==> config.mk <==
export PLATFORM = sky130hd
export DESIGN_NAME = coin_vend_ctrl
export DESIGN_NICKNAME = d
export VERILOG_FILES = /design/src/rtl/vend_pkg.sv /design/src/rtl/vend_credit_next.sv /design/src/rtl/vend_credit_reg.sv /design/src/rtl/vend_open_stage.sv /design/src/rtl/coin_vend_ctrl.sv
export SDC_FILE = /design/constraint.sdc
export NUM_CORES = 1
export LEC_CHECK = 0
export ABC_AREA = 1
export BUFFER_PORTS_ARGS = -buffer_cell sky130_fd_sc_hd__buf_2
export CORE_AREA = 8 8 45 47
export CTS_CLUSTER_SIZE = 16
export DETAILED_ROUTE_END_ITERATION = 6
export DIE_AREA = 0 0 53 55
export PLACE_DENSITY = 0.3
export SLEW_MARGIN = 30
export SYNTH_ARGS = -nofsm -noshare
export SYNTH_HDL_FRONTEND = slang
export SYNTH_HIERARCHICAL = 1
export SYNTH_SLANG_ARGS = --single-unit
==> constraint.sdc <==
create_clock -name clk -period 1.35 [get_ports clk]
set_input_delay 0.27 -clock clk [delete_from_list [all_inputs] [get_ports clk]]
set_output_delay 0.27 -clock clk [all_outputs]
set_load 0.02 [all_outputs]
==> src/rtl/vend_pkg.sv <==
package vend_pkg;
  localparam int CREDIT_W     = 2;
  localparam int NICKEL_STEPS = 1;
  localparam int DIME_STEPS   = 2;
  localparam int SUM_W        = CREDIT_W + 1;

  typedef enum logic [CREDIT_W-1:0] {
    CR_0  = 2'b00,
    CR_5  = 2'b01,
    CR_10 = 2'b10,
    CR_15 = 2'b11
  } credit_e;

  typedef enum logic [1:0] {
    OUT_MOORE     = 2'd0,
    OUT_MEALY     = 2'd1,
    OUT_MEALY_REG = 2'd2
  } out_style_e;
endpackage

==> src/rtl/vend_credit_next.sv <==
module vend_credit_next
  import vend_pkg::*;
(
  input  credit_e cur_i,
  input  logic    nickel_i,
  input  logic    dime_i,
  output credit_e nxt_o
);
  localparam logic [SUM_W-1:0] FULL_SUM = SUM_W'(CR_15);

  logic [SUM_W-1:0] steps;
  logic [SUM_W-1:0] sum;

  // Exactly one strobe counts as a coin; both together count as none
  always_comb begin
    steps = '0;
    if (nickel_i && !dime_i) steps = SUM_W'(NICKEL_STEPS);
    if (dime_i && !nickel_i) steps = SUM_W'(DIME_STEPS);
    sum = {1'b0, cur_i} + steps;
    if (cur_i == CR_15 || sum >= FULL_SUM) nxt_o = CR_15;  // saturation
    else                                   nxt_o = credit_e'(sum[CREDIT_W-1:0]);
  end
endmodule

==> src/rtl/vend_credit_reg.sv <==
module vend_credit_reg
  import vend_pkg::*;
(
  input  logic    clk,
  input  logic    rst,
  input  logic    nickel_i,
  input  logic    dime_i,
  input  credit_e nxt_i,
  output credit_e cur_o
);
  always_ff @(posedge clk) begin
    if (rst) cur_o <= CR_0;
    else     cur_o <= nxt_i;
  end

  p_reset_zero_r1: assert property (@(posedge clk) rst |=> cur_o == CR_0);
  p_idle_hold_r3: assert property (@(posedge clk) disable iff (rst)
    (!nickel_i && !dime_i) |=> $stable(cur_o));
  p_dime_ten_r4: assert property (@(posedge clk) disable iff (rst)
    (cur_o == CR_10 && dime_i && !nickel_i) |=> cur_o == CR_15);
  p_full_sticky_r5: assert property (@(posedge clk) disable iff (rst)
    cur_o == CR_15 |=> cur_o == CR_15);
  p_both_noop_r6: assert property (@(posedge clk) disable iff (rst)
    (nickel_i && dime_i) |=> $stable(cur_o));
  p_nickel_step_r2: assert property (@(posedge clk) disable iff (rst)
    (cur_o == CR_0 && nickel_i && !dime_i) |=> cur_o == CR_5);
endmodule

==> src/rtl/vend_open_stage.sv <==
module vend_open_stage
  import vend_pkg::*;
#(
  parameter out_style_e STYLE = OUT_MOORE
) (
  input  logic    clk,
  input  logic    rst,
  input  credit_e cur_i,
  input  credit_e nxt_i,
  output logic    open_o
);
  logic mealy_open;
  assign mealy_open = (cur_i == CR_15) || (nxt_i == CR_15);

  generate
    if (STYLE == OUT_MOORE) begin : g_moore
      assign open_o = (cur_i == CR_15);
      p_moore_lag_r7: assert property (@(posedge clk) disable iff (rst)
        (nxt_i == CR_15) |=> open_o);
    end else if (STYLE == OUT_MEALY) begin : g_mealy
      assign open_o = mealy_open;
      p_mealy_early_r8: assert property (@(posedge clk) disable iff (rst)
        $rose(open_o) |-> cur_i != CR_15);
    end else begin : g_mealy_reg
      logic open_q;
      always_ff @(posedge clk) begin
        if (rst) open_q <= 1'b0;
        else     open_q <= mealy_open;
      end
      assign open_o = open_q;
      p_reg_full_r9: assert property (@(posedge clk) disable iff (rst)
        open_o |-> cur_i == CR_15);
    end
  endgenerate
endmodule

==> src/rtl/coin_vend_ctrl.sv <==
module coin_vend_ctrl
  import vend_pkg::*;
#(
  parameter out_style_e STYLE = OUT_MOORE
) (
  input  logic clk,
  input  logic rst,
  input  logic nickel_i,
  input  logic dime_i,
  output logic open_o
);
  credit_e cur;
  credit_e nxt;

  vend_credit_next u_next (
    .cur_i    (cur),
    .nickel_i (nickel_i),
    .dime_i   (dime_i),
    .nxt_o    (nxt)
  );

  vend_credit_reg u_state (
    .clk      (clk),
    .rst      (rst),
    .nickel_i (nickel_i),
    .dime_i   (dime_i),
    .nxt_i    (nxt),
    .cur_o    (cur)
  );

  vend_open_stage #(.STYLE(STYLE)) u_open (
    .clk    (clk),
    .rst    (rst),
    .cur_i  (cur),
    .nxt_i  (nxt),
    .open_o (open_o)
  );

  // Full credit always drives open in every style
  p_full_opens_r7: assert property (@(posedge clk) disable iff (rst)
    cur == CR_15 |-> open_o);
endmodule

==> run_results.csv, run 1 <==
group,metric,value,unit
worst_setup_path,max_stage_delay,480,ps
synth,synth-compound-area-share,0,%
sta,post-route-period-util,94.5,%
clocking,numCtsBuffers,3,
sta,rsz0062_at_grt,"false",
floorplanning,rows,14,
floorplanning,die_x,53,um
worst_setup_path,cpMostUsedCell,"inv_1",
synth,synth_top_family_by_area,"adder cells",
synth,synth.most_common_cell,"inv_1",
synth,synth_mux_area_share,0,%
min_path,min_from,"rst",
sta,fmax,784,MHz
clocking,cts_tree,"yes",
global_routing,grt_max_degree,4,
worst_setup_path,crit_arrival,1430,ps
global_routing,overflow,0,
worst_setup_path,cp_num_buf_inv,2,
floorplanning,start_util,9.76,%
worst_setup_path,crit_path_cell_trace,"ha_1 -> fa_1 -> inv_1 -> nand3_1 -> inv_1 -> nor2_1",
synth,yosys.cell_types.count,7,
clocking,cts_htree_levels,1,
global_routing,use_met1,1.82,%
route,vias,119,
floorplanning,fp.coreArea,1380,um^2
power,power.leakage,0.124,nW
flow_run,maxCapViolCount,0,
worst_setup_path,startpoint_type,"flop",
global_routing,grt_pass1_wl,441,um
sta,finalSetupViolCount,0,
sta,worstMarginPinSlew,162,ps
floorplanning,dieArea,2920,um^2
worst_setup_path,crit_fanout,3,
worst_setup_path,cp.required,1510,ps
min_path,min_path_type,"in2reg",
cells_and_area,reg_top3,"u_state/cur_o: 2 flops",
synth,synth_xor_area_share,0,%
clocking,cts-resized-gates,0,
placed_design,gp_congestion,0.615,
cells_and_area,largest_reg_flops,2,
worst_setup_path,worst-path-stages,6,
placed_design,dp_hpwl,215,um
global_routing,grt.total_usage,2.51,%
sta,finalHoldViolCount,0,
placed_design,dp.cells,40,
route,dr.pass1.iters,2,
clocking,ctsHoldBuffers,0,
sta,maxSlewViolCount,0,
worst_setup_path,worst-setup-path-type,"reg2reg",
synth,synth_adder_area_share,24.1,%
synth,synthDominantCellAreaShare,29.6,%
floorplanning,dieHeight,55,um
cells_and_area,instances_no_fill,43,
synth,synth-edff-count,0,
worst_setup_path,critPathCaptureType,"flop",
synth,synth_area_leaders,"dfxtp_1, inv_1, fa_1",
cells_and_area,area_delta_synth_final,46.3,%
worst_setup_path,r2r_slack,70,ps
clocking,clockRootBuffer,"clkbuf_4",
sta,whs,224,ps
global_routing,met3_usage,1.87,%
global_routing,grt_antenna_before_repair,0,
global_routing,grt_pass1_vias,120,
clocking,cts.clk_slew.worst_paths,30,ps
worst_setup_path,crit_family,"adder cells",
synth,ys_ff_latch,2,
synth,synthCells,20,
min_path,hold_depth,2,
min_path,hold_end,"u_state/cur_o[0]",
worst_setup_path,r2r-start,"u_state/cur_o[0]",
synth,synthTopCellsByCount,"inv_1, nor2_1, dfxtp_1, nand2_1, nand3_1",
outcome,outcome,"finished clean",
synth,ys_seq_area_share,29.6,%
sta,slew_headroom,89.2,%
clocking,post_cts_buffers,0,
clocking,clk_latency,220,ps
synth,synthArstFlopShare,0,%
clocking,clockBufferDepth,2,
synth,ys.flop_type,"dfxtp_1",
route,routed_via_density,2.77,
clocking,cts_sinks,2,
synth,synthSimpleGateAreaFrac,24.1,%
sta,finalCriticalPeriod,1280,ps
power,powerDensity,1380,nW/um^2
synth,syn_area,135,um^2
route,wl_per_cell,6.40,um
synth,syn_area_per_cell,6.76,um^2
cells_and_area,antenna_cells,0,
global_routing,grt_busiest_layer,"met4",
synth,syn_nets,26,
placed_design,port_buffers,4,
floorplanning,io_pins,5,
global_routing,grt_use_met2,2.93,%
power,peakVddDrop,221,uV
cells_and_area,fin_nets,35,
route,drc_errors,0,
worst_setup_path,critPathSlowestCell,"fa_1",
synth,yosys.area.top_type,"dfxtp_1",
worst_setup_path,r2r-end,"u_state/cur_o[1]",
sta,clock-skew-final,0.327,ps
synth,ys_warn_count,6,
route,ant_nets,0,
cells_and_area,drive_above_1_share,25.9,%
cells_and_area,regMostFlops,"u_state/cur_o",
worst_setup_path,reg2regPathDepth,6,
route,finalWirelength,275,um
route,drt_iter0_drc,1,
## kinds of logic after synthesis
group | Yosys count
AND/OR/NAND/NOR | 8
adder cells (fa/ha/maj) | 2
flip-flops | 2
buffers and inverters | 8
## worst reg2reg max path: cells and delay by family (launching register included)
family,cells,cell delay [ps]
adder cells (fa/ha/maj),2,690
buffers and inverters,2,80
flip-flops,1,310
AND/OR/NAND/NOR,2,140
## area by class of cell
cell class / count / area [um^2]
multi-input combinational: 10 / 65.1
fill: 164 / 1190
inverter: 8 / 30.0
timing repair buffer: 4 / 20.0
tap: 16 / 20.0
clock buffer: 3 / 22.5
sequential: 2 / 40.0
## per-stage QoR
stage | setup TNS (ps) | setup slack [ps] | power [mW] | util [%] | cell area, um^2
floorplan | 0 | 121 | 0.128 | - | 135
global placement | -38.1 | -38.1 | 0.144 | 12.7 | 175
detailed placement | -51.0 | -51.0 | 0.145 | 12.7 | 175
CTS | 0 | 68.9 | 0.280 | 14.3 | 198
global route | 0 | 7.92 | 0.293 | 14.3 | 198
finish | 0 | 74.5 | 0.272 | 14.3 | 198
## power by group
part           internal, mW  switching [mW]
registers            0.0720          0.0114
clock network        0.0978          0.0305
logic                0.0270          0.0334
total                 0.197          0.0752
## worst max path at each step
stage,startpoint,end
final,u_state/cur_o[0],u_state/cur_o[1]
after global routing,u_state/cur_o[0],u_state/cur_o[1]
after CTS,u_state/cur_o[0],u_state/cur_o[1]
after detailed placement,nickel_i,u_state/cur_o[1]
after global placement,nickel_i,u_state/cur_o[1]
after floorplan,nickel_i,u_state/cur_o[1]
## metal layers
layer	vias to the layer above	share of wire, %
met5	-	0
met4	0	0
met3	0	12
met2	3	48
met1	47	40
li1	69	-
## cell usage in the layout, fill, tap and decap left out
cell and instances:
buf_2 4, nand2_1 2, clkbuf_4 3, ha_1 1, inv_1 8, dfxtp_1 2
nor2_1 4, nand3_1 2, fa_1 1
No activity file was read; power rests on OpenSTA's default activity.
==> run 2: changes to the inputs <==
- ABC_AREA: 1 -> not set
==> run 2 against run 1 <==
  * The flow now finishes with violations (setup timing)
  * Sequential power grew 6.6%
  * Cell area grew 7.6%
  * Synthesized area is 10% lower
  * Core utilization is 1.1 points higher
  * Clock skew up 2.5 ps
  * Largest cell class unchanged
  * Sequential cell count unchanged
  * Critical path depth shrank 2
  * Highest routed layer unchanged
  * Synthesized cell count shrank 45%
==> run_results.csv, run 2 <==
group,metric,value,unit
synth,syn_area_per_cell,11.0,um^2
floorplanning,fp.coreArea,1380,um^2
cells_and_area,regArea,43.8,um^2
worst_setup_path,crit_start,"u_state/cur_o[0]",
clocking,cts_htree_levels,1,
route,drc_errors,0,
worst_setup_path,crit_fanout,2,
global_routing,grt_max_degree,5,
cells_and_area,drive_above_1_share,63.2,%
route,wl_per_cell,8.60,um
sta,whs,213,ps
clocking,ctsHoldBuffers,0,
placed_design,port_buffers,4,
synth,ys_seq_area_share,33.0,%
worst_setup_path,critPathCaptureType,"flop",
synth,ys_ff_latch,2,
sta,fin_tns_setup,-8.74,ps
clocking,cts_tree,"yes",
floorplanning,rows,14,
synth,synth_area_leaders,"dfxtp_1, nor2b_1, fa_1",
sta,finalHoldViolCount,0,
power,power.leakage,0.0963,nW
sta,rsz0062_at_grt,"true",
global_routing,grt_pass1_wl,476,um
synth,yosys.area.top_type,"dfxtp_1",
min_path,min_path_type,"in2reg",
worst_setup_path,crit_arrival,1470,ps
flow_run,maxCapViolCount,0,
outcome,outcome,"finished, violations left",
synth,yosys.cell_types.count,6,
route,dr.pass1.iters,1,
global_routing,grt_antenna_before_repair,0,
synth,synthTopCellsByCount,"nor2b_1, a211o_1, dfxtp_1",
cells_and_area,largest_reg_flops,2,
sta,post-route-period-util,101,%
worst_setup_path,r2r-start,"u_state/cur_o[0]",
floorplanning,dieArea,2920,um^2
cells_and_area,fill_cells,160,
min_path,min_from,"rst",
sta,worstMarginPinSlew,187,ps
synth,ys_warn_count,6,
cells_and_area,antenna_cells,0,
cells_and_area,reg_top3,"u_state/cur_o: 2 flops",
cells_and_area,regMostFlops,"u_state/cur_o",
synth,ys.flop_type,"dfxtp_1",
route,vias,100,
synth,synthCells,11,
synth,synthDominantCellAreaShare,33.0,%
synth,synth-edff-count,0,
cells_and_area,layout_commonest_cell,"buf_2",
synth,syn_area,121,um^2
power,powerDensity,1370,nW/um^2
route,drt_iter0_drc,0,
sta,maxSlewViolCount,0,
power,peakVddDrop,244,uV
floorplanning,io_pins,5,
floorplanning,start_util,8.77,%
synth,synth.most_common_cell,"nor2b_1",
sta,finalWorstSetupSlack,-8.74,ps
clocking,cts.clk_slew.worst_paths,30,ps
sta,slew_headroom,87.5,%
synth,syn_nets,17,
sta,finalCriticalPeriod,1360,ps
global_routing,grt.total_usage,2.84,%
worst_setup_path,worst-setup-path-type,"reg2reg",
global_routing,overflow,0,
placed_design,dp_hpwl,236,um
cells_and_area,fin_nets,27,
clocking,cts_sinks,2,
clocking,numCtsBuffers,3,
cells_and_area,most-common-layout-cells,"buf_2, clkbuf_4, nor2b_1, a211o_1",
cells_and_area,area_delta_synth_final,75.3,%
outcome,violations,"setup timing",
clocking,clk_latency,220,ps
sta,fmax,736,MHz
placed_design,gp_congestion,0.652,
route,ant_nets,0,
sta,clock-skew-final,2.78,ps
synth,synthArstFlopShare,0,%
route,routed_via_density,2.86,
sta,finalSetupViolCount,1,
floorplanning,dieHeight,55,um
route,finalWirelength,301,um
clocking,clockRootBuffer,"clkbuf_4",
worst_setup_path,startpoint_type,"flop",
clocking,clockBufferDepth,2,
cells_and_area,multiInputGateArea,98.8,um^2
floorplanning,die_x,53,um
worst_setup_path,cp.required,1460,ps
global_routing,grt_pass1_vias,131,
[run 2: logic make-up after synthesis]
| logic type | after synthesis | synth area share [%] |
|---|---|---|
| AO/OA/AOI/OAI | 2 | 14.4 |
| adder cells (fa/ha/maj) | 2 | 26.8 |
| flip-flops | 2 | 33.0 |
| AND/OR/NAND/NOR | 5 | 25.8 |
[run 2: routing by layer]
metal | GRT usage, % | share of wire [%]
met5 | 0 | 0
met4 | 6.47 | 0
met3 | 1.60 | 13
met2 | 4.30 | 58
met1 | 1.36 | 28
[run 2: final timing paths]
check                          end  cells after the start  slack (ps)
setup reg to reg  u_state/cur_o[1]                      4          -9
hold reg to reg   u_state/cur_o[0]                      2         680
setup / recovery  u_state/cur_o[1]                      4          -9
hold / removal    u_state/cur_o[0]                      2         210
[run 2: repair_timing]
item,CTS,global route
setup endpoints to repair,2,2
pin swaps,0,1
resized for setup,3,2
setup buffers,0,0
cloned,0,0
[run 2: layout make-up]
type                       instances  area share (%)
clock buffer                       3            10.6
sequential                         2            20.6
multi-input combinational          9            46.5
timing repair buffer               5            12.9
tap                               16            9.41
[run 2: power by group]
part | internal, mW | switching, mW
Clock | 0.0977 | 0.0296
Sequential | 0.0740 | 0.0148
Combinational | 0.0471 | 0.0273
[run 2: stage by stage]
step / utilization, % / worst slack (ps) / area, um^2 / total power [mW] / instances
2_1_floorplan: - / -55.0 / 124 / 0.126 / 11
3_3_place_gp: 12.4 / -213 / 171 / 0.149 / 32
3_5_place_dp: 12.4 / -221 / 171 / 0.154 / 32
4_1_cts: 15.0 / -20.6 / 208 / 0.299 / 35
5_1_grt: 15.4 / -36.1 / 213 / 0.313 / 35
6_report: 15.4 / -8.74 / 213 / 0.290 / 35
[run 2: critical path, cell delays in order (launching register included)]
cell and delay (ps):
dfxtp_4 340, ha_4 160, fa_2 400, a211o_1 230, nor2b_1 120
